**config.mk**
```make
export PLATFORM = sky130hd
export DESIGN_NAME = pgw_monitor
export DESIGN_NICKNAME = d
export VERILOG_FILES = /design/src/rtl/pgw_pkg.sv /design/src/rtl/pgw_window.sv /design/src/rtl/pgw_mask_timer.sv /design/src/rtl/pgw_latchoff.sv /design/src/rtl/pgw_monitor.sv
export SDC_FILE = /design/constraint.sdc
export NUM_CORES = 1
export LEC_CHECK = 0
export ABC_AREA = 1
export BUFFER_PORTS_ARGS = -buffer_cell sky130_fd_sc_hd__buf_2
export CORE_UTILIZATION = 45
export DETAILED_ROUTE_END_ITERATION = 12
export GPL_TIMING_DRIVEN = 1
export HOLD_SLACK_MARGIN = 0.15
export PLACE_DENSITY = 0.64
export SYNTH_ARGS = -nofsm -noshare
export SYNTH_HDL_FRONTEND = slang
export SYNTH_HIERARCHICAL = 1
export SYNTH_SLANG_ARGS = --single-unit
```
**constraint.sdc**
```tcl
create_clock -name clk -period 3.72 [get_ports clk]
set_input_delay 0.744 -clock clk [delete_from_list [all_inputs] [get_ports clk]]
set_output_delay 0.744 -clock clk [all_outputs]
set_load 0.02 [all_outputs]
```
**src/rtl/pgw_pkg.sv**
```systemverilog
package pgw_pkg;

  // Decision taken for the power-good register on one clock edge
  typedef enum logic [1:0] {
    PG_FORCE_LOW = 2'd0,
    PG_HOLD      = 2'd1,
    PG_EVAL      = 2'd2
  } pg_act_e;

  // Default code width in millivolt units
  localparam int unsigned CODE_W_DEF = 12;

endpackage

```
**src/rtl/pgw_window.sv**
```systemverilog
module pgw_window #(
  parameter int unsigned CODE_W     = 12,
  parameter int unsigned UV_OFS_MV  = 300,
  parameter int unsigned OV_OFS_MV  = 200,
  parameter int unsigned CROWBAR_MV = 1550
) (
  input  logic [CODE_W-1:0] vout_mv,
  input  logic [CODE_W-1:0] dac_mv,
  output logic              in_win,
  output logic              over_cb
);
  localparam int unsigned EW = CODE_W + 1;
  localparam logic [EW-1:0] UV_E = EW'(UV_OFS_MV);
  localparam logic [EW-1:0] OV_E = EW'(OV_OFS_MV);
  localparam logic [EW-1:0] CB_E = EW'(CROWBAR_MV);

  logic [EW-1:0] vout_e;
  logic [EW-1:0] dac_e;
  logic [EW-1:0] upper_lim;
  logic [EW-1:0] lower_lim;
  logic          low_dac;
  logic          above_ok;
  logic          below_ok;

  always_comb begin
    vout_e    = {1'b0, vout_mv};
    dac_e     = {1'b0, dac_mv};
    upper_lim = dac_e + OV_E;
    low_dac   = (dac_e < UV_E);
    // lower limit only computed where it cannot wrap
    lower_lim = low_dac ? '0 : (dac_e - UV_E);
    above_ok  = (vout_e <= upper_lim);
    below_ok  = low_dac | (vout_e >= lower_lim);
    in_win    = above_ok & below_ok;
    over_cb   = (vout_e >= CB_E);
  end

endmodule

```
**src/rtl/pgw_mask_timer.sv**
```systemverilog
module pgw_mask_timer #(
  parameter int unsigned MASK_CYC = 100
) (
  input  logic clk,
  input  logic rst_n,
  input  logic clr,
  input  logic trig,
  output logic masked
);
  localparam int unsigned CNT_W = $clog2(MASK_CYC + 1);
  localparam logic [CNT_W-1:0] LOAD_V = CNT_W'(MASK_CYC);

  logic [CNT_W-1:0] cnt_q;
  logic [CNT_W-1:0] cnt_d;
  logic             cnt_en;

  always_comb begin
    cnt_en = clr | trig | (cnt_q != '0);
    cnt_d  = cnt_q;
    if (clr)                cnt_d = '0;
    else if (trig)          cnt_d = LOAD_V;
    else if (cnt_q != '0)   cnt_d = cnt_q - 1'b1;
  end

  always_ff @(posedge clk or negedge rst_n) begin
    if (!rst_n)       cnt_q <= '0;
    else if (cnt_en)  cnt_q <= cnt_d;
  end

  assign masked = ~clr & (trig | (cnt_q != '0));

  AST_MASK_RELOAD: assert property (@(posedge clk) disable iff (!rst_n)
    (trig && !clr) |=> (cnt_q == LOAD_V));

  AST_MASK_CLEARED: assert property (@(posedge clk) disable iff (!rst_n)
    clr |=> (cnt_q == '0));

endmodule

```
**src/rtl/pgw_latchoff.sv**
```systemverilog
module pgw_latchoff #(
  parameter int unsigned LATCH_CYC = 8
) (
  input  logic clk,
  input  logic rst_n,
  input  logic en,
  input  logic ilim,
  output logic latch_off,
  output logic oc_evt
);
  localparam int unsigned CNT_W = $clog2(LATCH_CYC + 1);
  localparam logic [CNT_W-1:0] LAST_V = CNT_W'(LATCH_CYC - 1);

  logic [CNT_W-1:0] cnt_q, cnt_d;
  logic             lat_q, lat_d;
  logic             ilim_q, ilim_d;
  logic             run;

  always_comb begin
    run    = en & ~lat_q;
    cnt_d  = cnt_q;
    lat_d  = lat_q;
    ilim_d = run & ilim;
    if (!en) begin
      cnt_d = '0;
      lat_d = 1'b0;
    end else if (!lat_q) begin
      if (!ilim) begin
        cnt_d = '0;
      end else if (cnt_q == LAST_V) begin
        cnt_d = '0;
        lat_d = 1'b1;
      end else begin
        cnt_d = cnt_q + 1'b1;
      end
    end
  end

  always_ff @(posedge clk or negedge rst_n) begin
    if (!rst_n) begin
      cnt_q  <= '0;
      lat_q  <= 1'b0;
      ilim_q <= 1'b0;
    end else begin
      cnt_q  <= cnt_d;
      lat_q  <= lat_d;
      ilim_q <= ilim_d;
    end
  end

  assign latch_off = lat_q;
  assign oc_evt    = run & ilim & ~ilim_q;

  AST_LATCH_STICKY: assert property (@(posedge clk) disable iff (!rst_n)
    (lat_q && en) |=> lat_q);

  AST_LATCH_NEEDS_ILIM: assert property (@(posedge clk) disable iff (!rst_n)
    $rose(lat_q) |-> $past(ilim));

endmodule

```
**src/rtl/pgw_monitor.sv**
```systemverilog
module pgw_monitor
  import pgw_pkg::*;
#(
  parameter int unsigned CODE_W     = CODE_W_DEF,
  parameter int unsigned UV_OFS_MV  = 300,
  parameter int unsigned OV_OFS_MV  = 200,
  parameter int unsigned CROWBAR_MV = 1550,
  parameter int unsigned MASK_CYC   = 100,
  parameter int unsigned LATCH_CYC  = 8
) (
  input  logic              clk,
  input  logic              rst_n,
  input  logic              en,
  input  logic              sample_vld,
  input  logic [CODE_W-1:0] vout_mv,
  input  logic [CODE_W-1:0] dac_mv,
  input  logic              startup_done,
  input  logic              vid_chg,
  input  logic              slp_chg,
  input  logic              ilim,
  output logic              pwr_good,
  output logic              latch_off,
  output logic              crowbar
);
  logic    in_win, over_cb;
  logic    oc_evt, masked, active, trig;
  logic    pg_q, pg_d;
  logic    cb_q, cb_d;
  pg_act_e pg_act;

  pgw_window #(
    .CODE_W(CODE_W), .UV_OFS_MV(UV_OFS_MV),
    .OV_OFS_MV(OV_OFS_MV), .CROWBAR_MV(CROWBAR_MV)
  ) u_win (
    .vout_mv(vout_mv), .dac_mv(dac_mv),
    .in_win(in_win), .over_cb(over_cb)
  );

  pgw_latchoff #(.LATCH_CYC(LATCH_CYC)) u_lat (
    .clk(clk), .rst_n(rst_n), .en(en), .ilim(ilim),
    .latch_off(latch_off), .oc_evt(oc_evt)
  );

  assign active = en & ~latch_off;
  assign trig   = active & (vid_chg | slp_chg | oc_evt);

  pgw_mask_timer #(.MASK_CYC(MASK_CYC)) u_mask (
    .clk(clk), .rst_n(rst_n), .clr(~active), .trig(trig), .masked(masked)
  );

  always_comb begin
    if (!active || !startup_done)  pg_act = PG_FORCE_LOW;
    else if (masked || !sample_vld) pg_act = PG_HOLD;
    else                            pg_act = PG_EVAL;
    unique case (pg_act)
      PG_FORCE_LOW: pg_d = 1'b0;
      PG_EVAL:      pg_d = in_win;
      default:      pg_d = pg_q;
    endcase
    cb_d = cb_q;
    if (!en)             cb_d = 1'b0;
    else if (sample_vld) cb_d = over_cb;
  end

  always_ff @(posedge clk or negedge rst_n) begin
    if (!rst_n) begin
      pg_q <= 1'b0;
      cb_q <= 1'b0;
    end else begin
      pg_q <= pg_d;
      cb_q <= cb_d;
    end
  end

  assign pwr_good = pg_q;
  assign crowbar  = cb_q;

  AST_PG_LOW_OFF: assert property (@(posedge clk) disable iff (!rst_n)
    (!en || latch_off) |=> !pwr_good);

  AST_PG_MASK_HOLD: assert property (@(posedge clk) disable iff (!rst_n)
    (masked && startup_done) |=> $stable(pwr_good));

  AST_PG_DROP: assert property (@(posedge clk) disable iff (!rst_n)
    (sample_vld && !in_win && !masked) |=> !pwr_good);

  AST_PG_START_GATE: assert property (@(posedge clk) disable iff (!rst_n)
    $rose(pwr_good) |-> $past(startup_done));

  AST_CB_FLAG: assert property (@(posedge clk) disable iff (!rst_n)
    (en && sample_vld && vout_mv >= CODE_W'(CROWBAR_MV)) |=> crowbar);

endmodule

```
; ---- After elaboration in Yosys (flattened, before gate mapping)
; Index checks and enable logic that the tools add are counted.
[word_totals]
reg_bits = 15
input_bits = 32
output_inout_bits = 3
wordCells = 60
[op_classes]
addsub = 4
n_lt_le_gt_ge = 4
n_eq_ne = 5
n_mux = 17
bitwise_logic = 15
reduce_logical = 9
[op_table]
columns = operator, n
row1 = $mux W7, 3
row2 = $mux W4, 4
row3 = $add A12 B8 Y13 const B, 1
row4 = $ge A12 B13 Y1, 1
row5 = $le A12 B13 Y1, 1
row6 = $mux W13, 1
row7 = $sub A12 B9 Y13 const B, 1
row8 = $ge A12 B11 Y1 const B, 1
row9 = $lt A12 B9 Y1 const B, 1
row10 = $reduce_bool A7 Y1, 1
row11 = $sub A7 B1 Y7 const B, 1
row12 = $and A1 B1 Y1, 6
row13 = $mux W1, 6
row14 = $or A1 B1 Y1, 6
row15 = $add A4 B1 Y4 const B, 1
row16 = $eq A4 B3 Y1 const B, 1
row17 = $mux W2, 2
row18 = $logic_not A1 Y1, 3
row19 = $ne A3 B1 Y1 const B, 1
row20 = $not A1 Y1, 3
row21 = $eq A2 B2 Y1 const B, 1
row22 = $logic_not A2 Y1, 1
row23 = $logic_or A1 B1 Y1, 2
row24 = $ne A2 B1 Y1 const B, 1
row25 = other kinds (4), 4

; ---- Logic depth before layout (Yosys ltp)
[logic_depth]
word_depth = 13
ltp_mapped = 23
depth_no_buf = 22

; ---- Modules after synthesis
; The synthesis kept the hierarchy.
[by_module_without_submodules]
columns = mod, n_inst, cells_per_inst, area_each_um2, seq_area_each_um2
row1 = pgw_window, 1, 179, 1081.0, 0.0
row2 = pgw_mask_timer, 1, 52, 432.9, 175.2
row3 = pgw_latchoff, 1, 32, 285.3, 150.1
row4 = pgw_monitor, 1, 18, 118.9, 50.0

; ---- Least setup slack after synthesis
; OpenSTA, ideal clock, no wires.
[synth_path]
path_type = input to register
startpoint = input dac_mv[4]
endpoint = register pg_q (netlist: pwr_good)
setup_time_ps = 117
t_arrival_ps = 2513
t_required_ps = 3603
slack_ps = 1090
path_stages = 20
path_buffers = 1
cell_sequence = inv_1 > ha_1 > nand2_1 > nand2_1 > nand3_1 > nand2_2 > inv_2 > nand2_2 > buf_6 > nand3_1 > ha_1 > nand2_1 > nor2_1 > a21o_1 > a21oi_1 > nand2_1 > nand2_1 > a21oi_2 > nor2_1 > nor2_1
[synth_via]
elab_chain_cells = 6
elab_cells_between_ends = 9
classes_between = add/sub (2) / order compare (3) / mux (2) / bitwise (2)
[synth_lines]
columns = element, line_no
row1 = from (decl), pgw_monitor.sv:16  ; input logic [CODE_W-1:0] dac_mv,
row2 = $sub A12 B9 Y13 or $lt A12 B9 Y1 (tied branches), "pgw_window.sv:31, pgw_window.sv:29"
row3 = $mux W13, pgw_window.sv:31  ; lower_lim = low_dac ? '0 : (dac_e - UV_E);
row4 = $ge A12 B13 Y1, pgw_window.sv:33  ; below_ok = low_dac | (vout_e >= lower_lim);
row5 = $or A1 B1 Y1, pgw_window.sv:33
row6 = $and A1 B1 Y1 (*), pgw_window.sv:34  ; in_win = above_ok & below_ok;
row7 = via in_win, pgw_monitor.sv:25  ; logic in_win, over_cb;
row8 = $pmux W1 S2 (*), pgw_monitor.sv:55  ; unique case (pg_act)
row9 = to (signal assigned), pgw_monitor.sv:70  ; pg_q <= pg_d;
row10 = to (decl), pgw_monitor.sv:27  ; logic pg_q, pg_d;
; Mark *: on every way through the listed nets, which the timed path passes. The rest lies on a longest branch.
; A chain may end at the register's enable or synchronous reset.

; ---- Worst setup path after layout
; Same ends and word-level chain as after synthesis.

==> impl_metrics.toml <==
[clock_network]
cts_tree = "built"
root_buffer = "clkbuf_8"
cts_buffer_depth = 2
post_cts_buffers = 0
cts_resized = 0
cts_made_buffers = 3
cts_sinks = 15
path_clk_slew_ns = 0.06
clock_latency_ns = 0.25
htreeDepth = 1
cts_hold_buf = 0

[placement]
dpl_cell_area_um2 = 2140
io_buffers = 34
place_congestion = 0.872
hpwl_um = 3410

[die]
num_rows = 23
start_util_pct = 47.3
die_w_um = 67.3
die_h_um = 67.3
core_area_um2 = 4060
die_area_um2 = 4530
num_io_pins = 35

[pwr]
power_density_nw_per_um2 = 282
leakage_nw = 1.25
irDropWorstVdd_mv = 0.123
total_power_uw = 616

[finish]
multi_input_area_um2 = 1380
final_cell_mix = "65 x nand2_1, 38 x inv_1, 34 x buf_2"
design_area_um2 = 2190
nFillCells = 399
final_common_cell = "nand2_1"
regArea_um2 = 375
nNetsFinal = 380
drive_above_1_share_pct = 23.6
areaGrowthSynthToFinish_pct = 14.0
diodes = 0

[synthesis]
synth_fp_nets = 342
ys_warn_count = 6
syn_avg_cell_area_um2 = 6.83
syn_inst = 281
synth.yosys.seq_area_share_pct = 19.6
ys_seq_elements = 15
syn-cell-area_um2 = 1920
synth_cell_types = 30

[grt]
grtUsageTotal_pct = 19.2
grt_max_degree = 16
antenna_found_initial = 0
grt-ovfl-total = 0
grt_pass1_wl_um = 6760
grt_pass1_vias = 1610

[critical_path]
cpMaxStageDelayCell = "ha_1"
start_kind = "primary input"
crit_top_cell = "nand2_1"
critPathBufInv = 3
critPathMaxStageDelay_ns = 0.33
critPathMaxFanout = 11
cp-end-kind = "flop"
crit_chain = "buf_2 > inv_1 > ha_1 > nand2_1 > nand2_1 > nand3_1 > nand2_2 > inv_2 > nand2_2 > nand3_1 > ha_1 > nand2_1 > nor2_1 > nand2_1 > nand3_1 > nand2_1 > nand2_1 > nand2_1 > nand2_1 > nand2_1 > a21oi_2 > nor2_1 > nor2_1"
cp.required_ns = 3.91
crit_type = "in2reg"
critical-path-top-delay-family = "simple AND/OR/NAND/NOR gates"
cp.arrival_ns = 2.90

[status]
outcome = "finished clean"

[drt]
first_pass_iters = 4
avgViaCountPerCell = 4.88
drc = 0
drt-total-wl_um = 4020
routedWlPerCell_um = 10.9
ant_nets = 0
first_iter_violations = 81
via_count = 1796

[sta]
worst_slew_pin_slew_ns = 0.408
fin_setup_tns_ns = 0
fmax_ghz = 0.368
clock_skew_ns = 0.00584
finalCritPeriodShare_pct = 73.1
setup_viol = 0
slew_headroom_pct = 72.7
rsz0062_at_grt = "false"
finalHoldViolCount = 0
report.final.slew_viol_count = 0
fin_crit_ns = 2.72

[min_path]
hold_class = "in2async"

[flow_run]
max_cap_viol_count = 0
[cell families (layout without fill, tap and decap cells)]
family / count (synthesis) / count (layout) / synth area share [%]
fa+ha+maj: 29 / 29 / 18.9
flops: 15 / 15 / 19.6
compound gates: 29 / 29 / 9.26
buf+inv: 42 / 79 / 8.61
xor+xnor: 9 / 9 / 4.11
simple gates: 157 / 157 / 39.5
[path summary, 6_finish.rpt]
kind	startpoint	end	slack [ns]	cells after the start
max	dac_mv[4]	pwr_good	1.00	23
min	rst_n	u_mask/cnt_q[1]	0.39	1
max reg2reg	u_lat/latch_off	pwr_good	1.82	14
min reg2reg	u_mask/cnt_q[0]	u_mask/cnt_q[0]	0.54	2
max in group asynchronous	rst_n	u_lat/latch_off	3.08	1
min in group clk	u_mask/cnt_q[0]	u_mask/cnt_q[0]	0.54	2
[power breakdown]
part / internal (mW) / total [mW] / leakage [nW] / switching, mW
sequential: 0.180 / 0.198 / 0.199 / 0.0178
clock: 0.0742 / 0.132 / 0.0255 / 0.0580
combinational: 0.118 / 0.287 / 1.02 / 0.168
total: 0.372 / 0.616 / 1.25 / 0.244
[per-stage QoR]
stage	util [%]	hold slack (ns)	std cells	setup slack (ns)
finish	53.9	0.387	368	1.00
global route	53.9	0.410	368	0.716
CTS	53.9	0.396	368	1.01
detailed placement	52.7	0.525	364	0.736
global placement	52.7	0.525	364	0.845
floorplan	-	0.448	281	1.09
[cell usage after synthesis (all sizes together)]
cell type	instances	area, um^2
or2	2	12.5
nand4	6	43.8
a21oi	15	86.3
o21ai	7	38.8
dfrtp	15	375
nand3b	2	15.0
nand2	74	305
xor2	6	52.6
xnor2	3	26.3
o22ai	1	6.26
inv	41	154
a21o	3	23.8
nor2	36	170
buf	1	11.3
ha	29	363
o21bai	2	15.0
o21a	1	7.51
nand3	33	190
and3	1	6.26
nor3	3	15.0
[flip-flops by register name, summed over array words and instances, names as in the netlist]
signal,count
crowbar,1
pwr_good,1
u_lat/cnt_q,4
u_lat/ilim_q,1
u_lat/latch_off,1
u_mask/cnt_q,7
[cell type report]
type / count / area share (%)
Clock inverter: 1 / 0.229
Sequential cell: 15 / 17.2
Tap cell: 50 / 2.86
Multi-Input combinational cell: 224 / 63.0
Timing Repair Buffer: 34 / 7.78
Clock buffer: 3 / 1.89
Inverter: 41 / 7.04
[worst register-to-register path, delay by kind of cell (launching register included)]
kind | cells | cell delay, ns
buffers and inverters | 3 | 0.17
flip-flops | 1 | 0.45
AND/OR/NAND/NOR | 11 | 1.17
[per-layer routing]
metal | wire length (um) | up-vias | part of all wire, % | global-route usage, %
met1 | 2140 | 773 | 53 | 26.9
met3 | 110 | 2 | 2.7 | 3.21
met4 | 17 | 0 | 0.42 | 2.39
li1 | - | 992 | - | -
met2 | 1760 | 29 | 44 | 31.5
met5 | 0 | - | 0 | 0
(Power assumes the default switching activity.)
